`config.mk`:
```
export PLATFORM = sky130hd
export DESIGN_NAME = rat_core
export DESIGN_NICKNAME = d
export VERILOG_FILES = /design/src/rtl/rat_pkg.sv /design/src/rtl/rat_row.sv /design/src/rtl/rat_dest_decode.sv /design/src/rtl/rat_src_port.sv /design/src/rtl/rat_core.sv
export SDC_FILE = /design/constraint.sdc
export NUM_CORES = 2
export LEC_CHECK = 0
export ABC_AREA = 1
export BUFFER_PORTS_ARGS = -buffer_cell sky130_fd_sc_hd__buf_2
export CORE_MARGIN = 10
export CORE_UTILIZATION = 60
export DETAILED_ROUTE_END_ITERATION = 8
export HOLD_SLACK_MARGIN = 0.15
export MAX_ROUTING_LAYER = met4
export PLACE_DENSITY = 0.88
export SYNTH_ARGS = -nofsm -noshare
export SYNTH_HDL_FRONTEND = slang
export SYNTH_SLANG_ARGS = --single-unit
```
`constraint.sdc`:
```
create_clock -name clk -period 2.5 [get_ports clk]
set_clock_uncertainty 0.2 [all_clocks]
set_input_delay 0.5 -clock clk [delete_from_list [all_inputs] [get_ports clk]]
set_output_delay 0.5 -clock clk [all_outputs]
set_load 0.005 [all_outputs]
```
`src/rtl/rat_pkg.sv`:
```
package rat_pkg;

    // Row condition: holding a value, or waiting on a producer tag.
    typedef enum logic {
        ROW_READY   = 1'b0,
        ROW_PENDING = 1'b1
    } row_state_e;

    // Event selected for a row in a cycle.
    typedef enum logic [1:0] {
        EV_HOLD  = 2'd0,
        EV_CLAIM = 2'd1,
        EV_FILL  = 2'd2
    } row_event_e;

endpackage

```
`src/rtl/rat_row.sv`:
```
module rat_row
    import rat_pkg::*;
#(
    parameter int DATA_W = 32,
    parameter int TAG_W  = 3
) (
    input  logic              clk,
    input  logic              rst_n,
    input  logic              claim,
    input  logic [TAG_W-1:0]  claim_tag,
    input  logic              bc_valid,
    input  logic [TAG_W-1:0]  bc_tag,
    input  logic [DATA_W-1:0] bc_value,
    output row_state_e        state_q,
    output logic [TAG_W-1:0]  tag_q,
    output logic [DATA_W-1:0] value_q
);

    row_state_e state_d;
    row_event_e ev;
    logic       bc_hit;

    assign bc_hit = bc_valid && (bc_tag == tag_q);

    // Event choice: a claim outranks a fill (younger writer wins).
    always_comb begin
        if (claim) begin
            ev = EV_CLAIM;
        end else if ((state_q == ROW_PENDING) && bc_hit) begin
            ev = EV_FILL;
        end else begin
            ev = EV_HOLD;
        end
    end

    // Next-state logic.
    always_comb begin
        unique case (state_q)
            ROW_READY:   state_d = (ev == EV_CLAIM) ? ROW_PENDING : ROW_READY;
            ROW_PENDING: state_d = (ev == EV_FILL)  ? ROW_READY   : ROW_PENDING;
            default:     state_d = ROW_READY;
        endcase
    end

    // State register.
    always_ff @(posedge clk) begin
        if (!rst_n) begin
            state_q <= ROW_READY;
        end else begin
            state_q <= state_d;
        end
    end

    // Row contents.
    always_ff @(posedge clk) begin
        if (!rst_n) begin
            tag_q   <= '0;
            value_q <= '0;
        end else begin
            unique case (ev)
                EV_CLAIM: tag_q   <= claim_tag;
                EV_FILL:  value_q <= bc_value;
                default:  ;
            endcase
        end
    end

    // a claim leaves the row waiting on the new tag.
    p_claim_pending_r4: assert property (@(posedge clk) disable iff (!rst_n)
        claim |=> (state_q == ROW_PENDING) && (tag_q == $past(claim_tag)));

    // a matching broadcast on a waiting row fills it.
    p_fill_ready_r5: assert property (@(posedge clk) disable iff (!rst_n)
        (!claim && state_q == ROW_PENDING && bc_valid && bc_tag == tag_q)
        |=> (state_q == ROW_READY) && (value_q == $past(bc_value)));

    // a ready row ignores every broadcast.
    p_ready_ignores_r6: assert property (@(posedge clk) disable iff (!rst_n)
        (!claim && state_q == ROW_READY)
        |=> (state_q == ROW_READY) && $stable(value_q));

    // a waiting row ignores a broadcast with another tag.
    p_mismatch_ignored_r6: assert property (@(posedge clk) disable iff (!rst_n)
        (!claim && state_q == ROW_PENDING && !(bc_valid && bc_tag == tag_q))
        |=> (state_q == ROW_PENDING) && $stable(tag_q));

endmodule

```
`src/rtl/rat_dest_decode.sv`:
```
module rat_dest_decode #(
    parameter int NUM_REGS = 16,
    parameter int IDX_W    = $clog2(NUM_REGS)
) (
    input  logic                accept,
    input  logic [IDX_W-1:0]    dst,
    output logic [NUM_REGS-1:0] claim
);

    for (genvar g = 0; g < NUM_REGS; g++) begin : g_claim
        assign claim[g] = accept && (dst == IDX_W'(g));
    end

endmodule

```
`src/rtl/rat_src_port.sv`:
```
module rat_src_port #(
    parameter int NUM_REGS = 16,
    parameter int DATA_W   = 32,
    parameter int TAG_W    = 3,
    parameter int IDX_W    = $clog2(NUM_REGS)
) (
    input  logic [IDX_W-1:0]           sel,
    input  logic [NUM_REGS-1:0]        row_pending,
    input  logic [NUM_REGS*TAG_W-1:0]  row_tags,
    input  logic [NUM_REGS*DATA_W-1:0] row_values,
    input  logic                       bc_valid,
    input  logic [TAG_W-1:0]           bc_tag,
    input  logic [DATA_W-1:0]          bc_value,
    output logic                       ready,
    output logic [DATA_W-1:0]          value,
    output logic [TAG_W-1:0]           tag
);

    logic [TAG_W-1:0]  tag_sel;
    logic [DATA_W-1:0] val_sel;
    logic              pend_sel;

    always_comb begin
        tag_sel  = row_tags[int'(sel)*TAG_W +: TAG_W];
        val_sel  = row_values[int'(sel)*DATA_W +: DATA_W];
        pend_sel = row_pending[sel];
        if (!pend_sel) begin
            ready = 1'b1;
            value = val_sel;
            tag   = '0;
        end else if (bc_valid && (bc_tag == tag_sel)) begin
            // Same-cycle bypass of the broadcast result.
            ready = 1'b1;
            value = bc_value;
            tag   = '0;
        end else begin
            ready = 1'b0;
            value = '0;
            tag   = tag_sel;
        end
    end

endmodule

```
`src/rtl/rat_core.sv`:
```
module rat_core
    import rat_pkg::*;
#(
    parameter int NUM_REGS = 16,
    parameter int DATA_W   = 32,
    parameter int TAG_W    = 3,
    localparam int IDX_W   = $clog2(NUM_REGS)
) (
    input  logic              clk,
    input  logic              rst_n,
    input  logic              ren_valid,
    input  logic              rs_free,
    input  logic [IDX_W-1:0]  ren_src_a,
    input  logic [IDX_W-1:0]  ren_src_b,
    input  logic [IDX_W-1:0]  ren_dst,
    input  logic [TAG_W-1:0]  ren_tag,
    input  logic              bc_valid,
    input  logic [TAG_W-1:0]  bc_tag,
    input  logic [DATA_W-1:0] bc_value,
    output logic              ren_accept,
    output logic              out_valid,
    output logic              opa_ready,
    output logic [DATA_W-1:0] opa_value,
    output logic [TAG_W-1:0]  opa_tag,
    output logic              opb_ready,
    output logic [DATA_W-1:0] opb_value,
    output logic [TAG_W-1:0]  opb_tag
);

    logic [NUM_REGS-1:0]        claim;
    logic [NUM_REGS-1:0]        row_pending;
    logic [NUM_REGS*TAG_W-1:0]  row_tags;
    logic [NUM_REGS*DATA_W-1:0] row_values;
    row_state_e                 row_state [NUM_REGS];

    logic              a_ready, b_ready;
    logic [DATA_W-1:0] a_value, b_value;
    logic [TAG_W-1:0]  a_tag, b_tag;

    assign ren_accept = ren_valid && rs_free;

    rat_dest_decode #(.NUM_REGS(NUM_REGS)) u_decode (
        .accept (ren_accept),
        .dst    (ren_dst),
        .claim  (claim)
    );

    for (genvar g = 0; g < NUM_REGS; g++) begin : g_row
        rat_row #(.DATA_W(DATA_W), .TAG_W(TAG_W)) u_row (
            .clk       (clk),
            .rst_n     (rst_n),
            .claim     (claim[g]),
            .claim_tag (ren_tag),
            .bc_valid  (bc_valid),
            .bc_tag    (bc_tag),
            .bc_value  (bc_value),
            .state_q   (row_state[g]),
            .tag_q     (row_tags[g*TAG_W +: TAG_W]),
            .value_q   (row_values[g*DATA_W +: DATA_W])
        );
        assign row_pending[g] = (row_state[g] == ROW_PENDING);
    end

    // Lookups see the table before this cycle's claim (old mapping).
    rat_src_port #(.NUM_REGS(NUM_REGS), .DATA_W(DATA_W), .TAG_W(TAG_W)) u_src_a (
        .sel         (ren_src_a),
        .row_pending (row_pending),
        .row_tags    (row_tags),
        .row_values  (row_values),
        .bc_valid    (bc_valid),
        .bc_tag      (bc_tag),
        .bc_value    (bc_value),
        .ready       (a_ready),
        .value       (a_value),
        .tag         (a_tag)
    );

    rat_src_port #(.NUM_REGS(NUM_REGS), .DATA_W(DATA_W), .TAG_W(TAG_W)) u_src_b (
        .sel         (ren_src_b),
        .row_pending (row_pending),
        .row_tags    (row_tags),
        .row_values  (row_values),
        .bc_valid    (bc_valid),
        .bc_tag      (bc_tag),
        .bc_value    (bc_value),
        .ready       (b_ready),
        .value       (b_value),
        .tag         (b_tag)
    );

    // Operand output register.
    always_ff @(posedge clk) begin
        if (!rst_n) begin
            out_valid <= 1'b0;
            opa_ready <= 1'b0;
            opa_value <= '0;
            opa_tag   <= '0;
            opb_ready <= 1'b0;
            opb_value <= '0;
            opb_tag   <= '0;
        end else begin
            out_valid <= ren_accept;
            if (ren_accept) begin
                opa_ready <= a_ready;
                opa_value <= a_value;
                opa_tag   <= a_tag;
                opb_ready <= b_ready;
                opb_value <= b_value;
                opb_tag   <= b_tag;
            end
        end
    end

    // without acceptance, no new operands and outputs hold.
    p_idle_hold_r7: assert property (@(posedge clk) disable iff (!rst_n)
        !ren_accept |=> !out_valid && $stable(opa_value) && $stable(opb_value)
                        && $stable(opa_tag) && $stable(opb_tag)
                        && $stable(opa_ready) && $stable(opb_ready));

    // a ready operand carries tag 0.
    p_ready_tag_zero_r2: assert property (@(posedge clk) disable iff (!rst_n)
        (out_valid && opa_ready) |-> (opa_tag == '0));

    // a waiting operand carries value 0.
    p_pending_value_zero_r3: assert property (@(posedge clk) disable iff (!rst_n)
        (out_valid && !opb_ready) |-> (opb_value == '0));

    // a waiting source hit by a broadcast in the lookup cycle leaves ready.
    p_bypass_r8: assert property (@(posedge clk) disable iff (!rst_n)
        (ren_accept && row_pending[ren_src_a] && bc_valid
         && bc_tag == row_tags[int'(ren_src_a)*TAG_W +: TAG_W])
        |=> opa_ready && (opa_value == $past(bc_value)));

    // a claim outranks a same-cycle matching fill of the destination.
    p_claim_wins_r10: assert property (@(posedge clk) disable iff (!rst_n)
        ren_accept |=> row_pending[$past(ren_dst)]);

endmodule

```
==> out/results.ini <==
[layout]
finish.utilization_pct = 68.07
drive_gt1_share_pct = 9.411
final_area_mm2 = 0.03838
fillers = 4647
area_delta_synth_final_pct = 12.45
finalNetCount = 5032

[routing]
drt-initial-drc-count = 6075
firstDrtPassIters = 9
antenna_left = 0
routed_via_density = 6.545
vias = 37910
wirelength_um = 126000
drc = 0
wl_per_cell_um = 21.75

[pwr]
p_sw_share_pct = 27.66
power_density_mw_per_mm2 = 633.0
p_leak_nw = 14.19
internal_power_mw = 17.58
p_seq_share_pct = 43.6
p_comb_share_pct = 13.4
p_clk_share_pct = 43.0
p_sw_mw = 6.721
irDropWorstVdd_uv = 689.0

[clocking]
postCtsSetupBuffers = 0
cts_sinks = 649
cts_hold_buf = 34
cts_buffers = 68
root_buffer = clkbuf_16
htreeDepth = 3
path_clk_slew_ns = 0.06
cts_resized = 0
clk_path_buf_depth = 3
clock_latency_ns = 0.63
cts_tree = yes

[synthesis]
synth_top_area_share_pct = 38.06
synth_edf_count = 0
synth-seq-cells = 649
syn_nets = 5097
async_flop_share_pct = 0
ys_top_cells_by_count = o21ai_0, a21oi_1, dfxtp_1
yosys_warnings = 0
yosysUniqueCellTypes = 38
syn_avg_cell_area_um2 = 6.770
syn-cell-area_mm2 = 0.03413
syn_inst = 5042
yosysMostFrequentCell = o21ai_0
synthTopCellsByArea = dfxtp_1, o21ai_0, a21oi_1
synthFlopType = dfxtp_1
synth_top_cell_by_area = dfxtp_1
seq_area_frac_synth_pct = 38.06

[critical_path]
crit_path_end_kind = flip-flop
crit_path_cell_trace = inv_1, nand2_1, nand3_1, nand3_1, nand3_1, nand2_1, nand2_1, nand2_1, nor2_4, buf_12, nand3_1, a21oi_1
reg2reg_depth = 12
cp-start-kind = flip-flop
crit_fanout = 32
reg2reg_from = g_row[13].u_row.tag_q[0]$_SDFFE_PN0P_
worstPathArrival_ns = 2.58
crit_path_top_delay_cell = dfxtp_1
r2r_end = opb_value[3]$_SDFFE_PN0P_
regToRegSetupSlack_ns = 0.25
crit_required_ns = 2.83
cpPeakStageDelay_ns = 0.31
cp_top_family = simple AND/OR/NAND/NOR gates
path_class = flip-flop to flip-flop
crit_buf_inv = 2

[sta]
layout_min_cycle_time_ns = 2.249
worst_pin_slew_ns = 0.8049
fmax_mhz = 444.5
rsz0062_at_grt = false
maxSlewViolCount = 0
hold_viol_final = 0
setup_viol = 0
slew_headroom_pct = 46.28
period_share_pct = 89.98

[floorplan]
die_w_um = 258.5
fp.dieH_um = 258.5
rows = 87
io_pins = 129
dieArea_mm2 = 0.06683
core-area_mm2 = 0.05639
start_util_pct = 60.54

[worst_hold_path]
worstHoldEndpoint = g_row[11].u_row.value_q[14]$_SDFFE_PN0N_
hold_class = input port to flip-flop
hold_depth = 3
min_from = rst_n

[global_route]
grt_max_degree = 107
busiest_layer = met2
grt_pass1_vias = 35250
antenna_found_initial = 5
grt.met2_usage_pct = 53.83
grt_pass1_wl_um = 195300
grt_overflow = 0
met1_usage_pct = 44.29
grt.total_usage_pct = 37.18
met3_usage_pct = 9.261

[run_status]
outcome = finished, final reports clean

[placed_design]
io_buffers = 128
place.gp.congestion = 0.9694
hpwl_um = 74650
dpl_cell_area_mm2 = 0.03574

[flow_run]
drv_cap = 0

## metrics by stage
stage	setup slack [ns]	TNS, ns	cells	power (mW)	hold slack [ns]
after floorplan	0.4211	0	5042	12.71	0.2304
final	0.2505	0	5792	24.30	0.1708
after global routing	0.1285	0	5786	24.84	0.1773
after CTS	0.4193	0	5782	24.09	0.1551
after detailed placement	-0.08539	-1.026	5629	13.82	0.2421
after global placement	-0.01621	-0.02274	5629	13.77	0.2373
## power groups by stage
stage                     clock network, mW  logic [mW]  registers, mW
after floorplan                           0        1.98           10.7
after detailed placement                  0        3.03           10.8
after global placement                    0        2.98           10.8
after global routing                   10.8        3.48           10.6
final                                  10.4        3.26           10.6
after CTS                              10.4        3.11           10.6
## cells by family (layout without fill, tap and decap cells)
logic type | after synthesis | in the layout | share of synthesized area (%)
compound gates | 2537 | 2537 | 37.80
xor+xnor | 15 | 15 | 0.3849
buf+inv | 957 | 941 | 12.22
flops | 649 | 649 | 38.06
other cells | 0 | 10 | 0
simple gates | 884 | 884 | 11.53
## placed cells by master, fill, tap and decap left out, types with 2 or more instances in the layout
cell type / netlist / final
clkbuf_8: 0 / 17
inv_1: 454 / 454
buf_4: 32 / 116
clkinv_2: 0 / 10
nand2_1: 270 / 269
inv_2: 11 / 12
nor2_4: 4 / 4
nor2_1: 287 / 287
dlygate4sd3_1: 0 / 34
nor3_1: 2 / 2
buf_8: 2 / 3
nor4_2: 13 / 13
buf_6: 35 / 2
nand3_1: 286 / 286
inv_4: 2 / 3
diode_2: 0 / 10
o211ai_1: 20 / 20
buf_2: 125 / 121
a21oi_1: 1008 / 1008
nand2b_1: 4 / 4
clkbuf_1: 264 / 14
dfxtp_1: 649 / 649
o21ai_0: 1328 / 1328
o221ai_1: 2 / 2
xor2_1: 15 / 15
a31oi_1: 48 / 48
o21a_1: 18 / 18
o22ai_1: 27 / 27
bufinv_16: 0 / 3
buf_12: 0 / 75
clkbuf_16: 0 / 72
nand3_2: 11 / 11
o21ai_1: 83 / 83
nand2_2: 3 / 3
## tightest hold or removal path, cell delays in order
cell	delay, ns
buf_8	0.24
o21ai_0	0.14
a21oi_1	0.05
## registers in the layout (all words and copies together), names as in the netlist
signal	flops
g_row.u_row.tag_q	48
opa_tag	3
opb_ready	1
g_row.u_row.state_q	16
opb_tag	3
opa_value	32
g_row.u_row.value_q	512
opb_value	32
opa_ready	1
out_valid	1
## worst max path at each step
stage / cells after the start / startpoint / slack (ns) / endpoint
5_1_grt: 12 / g_row[15].u_row.tag_q[0]$_SDFFE_PN0P_ / 0.13 / opb_value[1]$_SDFFE_PN0P_
6_report: 12 / g_row[13].u_row.tag_q[0]$_SDFFE_PN0P_ / 0.25 / opb_value[3]$_SDFFE_PN0P_
3_5_place_dp: 9 / bc_tag[1] / -0.09 / g_row[9].u_row.value_q[5]$_SDFFE_PN0N_
3_3_place_gp: 12 / ren_src_a[0] / -0.02 / opa_tag[1]$_SDFFE_PN0P_
2_1_floorplan: 9 / bc_tag[0] / 0.42 / g_row[12].u_row.value_q[3]$_SDFFE_PN0N_
4_1_cts: 12 / g_row[13].u_row.tag_q[0]$_SDFFE_PN0P_ / 0.42 / opb_value[3]$_SDFFE_PN0P_
## metal layers
metal	wire (µm)	part of all wire (%)
met2	52740	42
met3	18140	14
met4	10980	8.7
met1	44110	35
met5	0	0
## final cells by class
cell class / count / area (µm²) / area share (%)
inverters: 471 / 1783 / 4.645
clock inverters: 16 / 185.2 / 0.4824
well taps: 756 / 945.9 / 2.464
flip-flops and latches: 649 / 12990 / 33.85
clock buffers: 103 / 2088 / 5.441
multi-input cells: 3436 / 16980 / 44.23
repair buffers: 351 / 3386 / 8.821
diodes: 10 / 25.02 / 0.06520
Power figures use the tool's default switching activity.
